<file path="src/rtl/pause_pkg.sv">
package pause_pkg;
  localparam int unsigned CFG_RX_EN_BIT = 0;
  localparam int unsigned CFG_TX_EN_BIT = 2;
  localparam int unsigned CFG_TIME_LSB  = 16;
  localparam int unsigned QUANTA_W      = 16;

  typedef logic [QUANTA_W-1:0] quanta_t;

  function automatic quanta_t cfg_time(input logic [31:0] cfg);
    return cfg[CFG_TIME_LSB +: QUANTA_W];
  endfunction
endpackage

</file>
<file path="src/rtl/pause_xmit_trigger.sv">
module pause_xmit_trigger
  import pause_pkg::*;
#(
  parameter int unsigned FILL_W = 10,
  parameter int unsigned THRESH = 768,
  parameter int unsigned HYST   = 256
) (
  input  logic              clk_i,
  input  logic              rst_ni,
  input  logic              en_i,
  input  logic [FILL_W-1:0] fill_i,
  input  quanta_t           xoff_time_i,
  output logic              req_o,
  output quanta_t           time_o
);
  localparam logic [FILL_W-1:0] HI_LVL = FILL_W'(THRESH);
  localparam logic [FILL_W-1:0] LO_LVL = FILL_W'(THRESH - HYST);

  logic    above_q, req_q;
  quanta_t time_q;
  logic    rise, fall;

  always_comb begin
    rise = !above_q && (fill_i >= HI_LVL);
    fall = above_q && (fill_i < LO_LVL);
  end

  // crossing state tracked regardless of enable; only the request is gated
  always_ff @(posedge clk_i or negedge rst_ni) begin
    if (!rst_ni) begin
      above_q <= 1'b0;
      req_q   <= 1'b0;
      time_q  <= '0;
    end else begin
      if (rise)      above_q <= 1'b1;
      else if (fall) above_q <= 1'b0;
      req_q  <= en_i && (rise || fall);
      time_q <= (en_i && rise) ? xoff_time_i : '0;
    end
  end

  assign req_o  = req_q;
  assign time_o = time_q;
endmodule

</file>
<file path="src/rtl/pause_quanta_timer.sv">
module pause_quanta_timer
  import pause_pkg::*;
(
  input  logic    clk_i,
  input  logic    rst_ni,
  input  logic    clear_i,
  input  logic    load_i,
  input  quanta_t load_val_i,
  input  logic    tick_i,
  output logic    busy_o
);
  quanta_t cnt_q;

  always_ff @(posedge clk_i or negedge rst_ni) begin
    if (!rst_ni)                     cnt_q <= '0;
    else if (clear_i)                cnt_q <= '0;
    else if (load_i)                 cnt_q <= load_val_i;
    else if (tick_i && cnt_q != '0)  cnt_q <= cnt_q - 1'b1;
  end

  assign busy_o = (cnt_q != '0);
endmodule

</file>
<file path="src/rtl/pause_hold_gate.sv">
module pause_hold_gate (
  input  logic clk_i,
  input  logic rst_ni,
  input  logic busy_i,
  input  logic frame_active_i,
  output logic hold_o
);
  logic hold_q;

  // assert only between frames; release at once
  always_ff @(posedge clk_i or negedge rst_ni) begin
    if (!rst_ni)              hold_q <= 1'b0;
    else if (!busy_i)         hold_q <= 1'b0;
    else if (!frame_active_i) hold_q <= 1'b1;
  end

  assign hold_o = hold_q;
endmodule

</file>
<file path="src/rtl/pause_flow_ctrl.sv">
module pause_flow_ctrl
  import pause_pkg::*;
#(
  parameter int unsigned FILL_W = 10,
  parameter int unsigned THRESH = 768,
  parameter int unsigned HYST   = 256
) (
  input  logic              clk_i,
  input  logic              rst_ni,
  input  logic [31:0]       cfg_i,
  input  logic [FILL_W-1:0] fill_level_i,
  input  logic              rx_pause_valid_i,
  input  logic [15:0]       rx_pause_quanta_i,
  input  logic              quanta_tick_i,
  input  logic              tx_frame_active_i,
  output logic              tx_pause_req_o,
  output logic [15:0]       tx_pause_time_o,
  output logic              tx_hold_o
);
  logic rx_en, tx_en, busy;
  logic unused_cfg;

  assign rx_en      = cfg_i[CFG_RX_EN_BIT];
  assign tx_en      = cfg_i[CFG_TX_EN_BIT];
  assign unused_cfg = ^{cfg_i[15:3], cfg_i[1]};

  pause_xmit_trigger #(
    .FILL_W(FILL_W), .THRESH(THRESH), .HYST(HYST)
  ) i_trigger (
    .clk_i       (clk_i),
    .rst_ni      (rst_ni),
    .en_i        (tx_en),
    .fill_i      (fill_level_i),
    .xoff_time_i (cfg_time(cfg_i)),
    .req_o       (tx_pause_req_o),
    .time_o      (tx_pause_time_o)
  );

  pause_quanta_timer i_timer (
    .clk_i      (clk_i),
    .rst_ni     (rst_ni),
    .clear_i    (!rx_en),
    .load_i     (rx_pause_valid_i && rx_en),
    .load_val_i (rx_pause_quanta_i),
    .tick_i     (quanta_tick_i),
    .busy_o     (busy)
  );

  pause_hold_gate i_gate (
    .clk_i          (clk_i),
    .rst_ni         (rst_ni),
    .busy_i         (busy),
    .frame_active_i (tx_frame_active_i),
    .hold_o         (tx_hold_o)
  );
endmodule

</file>
<file path="config.mk">
export PLATFORM = sky130hd
export DESIGN_NAME = pause_flow_ctrl
export DESIGN_NICKNAME = d
export VERILOG_FILES = /design/src/rtl/pause_pkg.sv /design/src/rtl/pause_xmit_trigger.sv /design/src/rtl/pause_quanta_timer.sv /design/src/rtl/pause_hold_gate.sv /design/src/rtl/pause_flow_ctrl.sv
export SDC_FILE = /design/constraint.sdc
export NUM_CORES = 1
export LEC_CHECK = 0
export ABC_AREA = 1
export CORE_ASPECT_RATIO = 1.2
export CORE_MARGIN = 5
export CORE_UTILIZATION = 35
export CTS_BUF_LIST = sky130_fd_sc_hd__clkbuf_4 sky130_fd_sc_hd__clkbuf_8
export DETAILED_ROUTE_END_ITERATION = 12
export PLACE_DENSITY_LB_ADDON = 0.05
export SYNTH_ARGS = -nofsm -noshare
export SYNTH_HDL_FRONTEND = slang
export SYNTH_SLANG_ARGS = --single-unit
</file>
<file path="constraint.sdc">
create_clock -name clk_i -period 1.8 [get_ports clk_i]
set_input_delay 0.36 -clock clk_i [delete_from_list [all_inputs] [get_ports clk_i]]
set_output_delay 0.36 -clock clk_i [all_outputs]
set_load 0.01 [all_outputs]
</file>
==> results.md <==
- Period utilisation layout: a little under nine tenths
- Die H: between 90 and 100 um
- Tmin final: about 1.5 ns
- Max Cap Violations: 0
- I/O Pins: slightly above 80
- Post-synth top flop: dfrtp_1
- Synth Cell Area: between 1500 and 2000 sq um
- Layout cells sized above 1: 7.85%
- Post-synth EDFFs: 0
- Wire per inst: approximately 12 um
- CP Data Arrival Time: ~1.7 ns
- CTS Buf Count: 5
- Final setup margin: approximately 0.25 ns
- Cells after synthesis: between 200 and 300
- Row count: 29
- Synth top area cells: dfrtp_1, nand2_1, nor2_1, nand3_1, inv_1
- Register area: roughly 880 sq um
- Global-route wire length before repair: about 8 mm
- Post-route ant nets: 0
- Cell Area, Placed: roughly 2600 sq um
- Starting density of the core: 35.8%
- Placer Congestion: 0.806
- Hold Violations, Final: 0
- Synth area leader: dfrtp_1
- Top-count cell post-synth: nand2_1
- Post-DP HPWL: roughly 3.4 mm
- Worst Skew: between 0.006 and 0.007 ns
- Skew-Pair Late Insertion Delay: roughly 0.29 ns
- Post-CTS setup buffer count: 0
- CP Class: register to register
- Worst-path clk slew: 0.08 ns
- Distinct cells, synth: 22
- Syn nets: between 300 and 400
- Fin nets: approximately 390
- Core Area: around 5300 sq um
- Drt total wl: approximately 4.5 mm
- Seq cells post-synth: 35
- Crit-path max FO: 10
- PortBufs: 58
- H-tree depth: 2
- Fill cells: 512
- DRC Markers: 0
- Largest net degree at the start of global routing: 36
- Vias: ~1700
- Hold Crit Class: input port to async pin
- Area grow syn2layout: 41.9%
- Hold Buf Count CTS: 0
- Leak Pwr: ~0.0014 uW
- Via density: ~4.5
- Die W: approximately 77 um
- Async S/R FF share, synth: 100%
- Critical Path Start Type: register
- Cts repair resizes: 0
- Pre-antenna DRT Iters: 4
- CTS max path bufs: 2
- Commonest cells in the netlist: nand2_1, nor2_1, inv_1
- RSZ-0062 raised after global routing: false
- Vias in the first global route: roughly 1800
- Status: finished, final reports clean
- Post-Place Setup Slack: about 0.14 ns
- Worst-margin pin slew: 0.373 ns
- Critical path required time: 1.98 ns
- Root Driver: clkbuf_8
- Area of the multi-input gates: roughly 830 sq um
- PwrDens: roughly 810 nW/um^2
- CTS tree: done
- GRT overflow: 0
- Synth top area share: between 40% and 50%
- YS warnings: 0
- Initial drt markers: 70
- Post-layout util: ~51%
- Clock sink total: 35
- Worst rel slew slack: approximately three quarters
- Final setup fails: 0
- Overall routing resource usage: about 14%
- Register area share after synthesis: 46.5%
- Fmax: 645 MHz
- Slew Limit Fails: 0
- Post-Syn Area per Cell: roughly 7.2 sq um
- # diodes: 0
- Final setup TNS: 0 ns
- Peak VDD IR: between 0.4 and 0.5 mV
- Initial antenna violation count: 0
- Die area: between 6000 and 7000 sq um
- Critical Path Sink Type: register
- Final Instance Area: 2670 sq um
==> state kept, by name, indices dropped and copies added, names as in the netlist <==
| signal | cells |
|---|---|
| i_timer.cnt_q | 16 |
| i_trigger.above_q | 1 |
| i_trigger.req_o | 1 |
| i_gate.hold_o | 1 |
| i_trigger.time_o | 16 |
==> power by group <==
| group | leakage (uW) | total [uW] | internal [uW] | switching, uW |
|---|---|---|---|---|
| sequential | 0.000468 | 925 | 853 | 72.1 |
| combinational | 0.000887 | 652 | 289 | 363 |
| clock | 0.0000402 | 581 | 269 | 312 |
| total | 0.00139 | 2160 | 1410 | 747 |
==> cells by family (layout without fill, tap and decap cells) <==
logic type	Yosys count	count (layout)	synth area share, %
and+or+nand+nor	166	166	38.5
buffers and inverters	44	113	9.50
DFF	35	35	46.5
AOI/OAI and AO/OA	14	14	3.85
adders and majority gates	1	1	0.664
xor gates and xnor gates	1	1	0.465
muxes	1	1	0.532
==> per-stage QoR <==
step,hold WS [ns],instances,power (uW)
floorplan,0.0644,262,1350
global route,0.449,393,2340
finish,0.432,393,2160
global placement,0.483,385,1590
detailed placement,0.490,385,1600
CTS,0.443,393,2200
==> final timing paths <==
kind,from,endpoint,slack (ns),cells after the start
setup reg to reg,i_timer.cnt_q[0],i_timer.cnt_q[15],0.25,11
setup / recovery,i_timer.cnt_q[0],i_timer.cnt_q[15],0.25,11
hold / removal,rst_ni,i_timer.cnt_q[2],0.43,2
min in group clk_i,i_gate.hold_o,i_gate.hold_o,0.51,2
hold reg to reg,i_gate.hold_o,i_gate.hold_o,0.51,2
max in group asynchronous,rst_ni,i_trigger.time_o[6],1.18,2
==> metal layers <==
metal	global-route usage (%)	up-vias	wire length (um)
met5	0	-	0
met4	5.69	0	77
met3	6.09	8	447
met2	23.1	43	2140
met1	15.9	763	1870
li1	-	935	-
==> cell usage in the layout, fill, tap and decap left out <==
| master | Yosys | layout |
|---|---|---|
| nand2_1 | 77 | 77 |
| clkdlybuf4s50_1 | 0 | 58 |
| nor2_1 | 45 | 45 |
| inv_1 | 38 | 38 |
| dfrtp_1 | 35 | 35 |
| nand3_1 | 31 | 31 |
| o21ai_0 | 11 | 11 |
| buf_4 | 3 | 7 |
| clkbuf_8 | 0 | 5 |
| nor2_4 | 3 | 3 |
| nand2_4 | 3 | 3 |
| nand4_1 | 2 | 2 |
| nand2_2 | 2 | 2 |
| clkinvlp_4 | 0 | 2 |
| nor2_2 | 1 | 1 |
| inv_4 | 1 | 1 |
| and2_1 | 1 | 1 |
| a21oi_1 | 1 | 1 |
| or2_1 | 1 | 1 |
| o31ai_1 | 1 | 1 |
| o21ai_1 | 1 | 1 |
| xor2_1 | 1 | 1 |
| mux2i_1 | 1 | 1 |
| ha_1 | 1 | 1 |
| clkinv_2 | 0 | 1 |
| buf_12 | 0 | 1 |
==> area by class of cell <==
type                    instances  share of cell area (%)
clock buffers                   5                    2.57
clock inverters                 3                   0.749
inverters                      39                    5.57
multi-input cells             183                    31.0
flip-flops and latches         35                    32.8
well taps                      62                    2.90
repair buffers                 66                    24.4
==> critical path, stage by stage, from the launching register on <==
cell and delay, ns:
dfrtp_1 0.38, inv_1 0.09, ha_1 0.19, nand2_2 0.10
nor2_4 0.14, nand2_2 0.10, nand2_4 0.08, nand2_4 0.07
nand2_4 0.09, inv_4 0.07, nand2_1 0.07, nand2_1 0.05
Power figures use the tool's default switching activity.
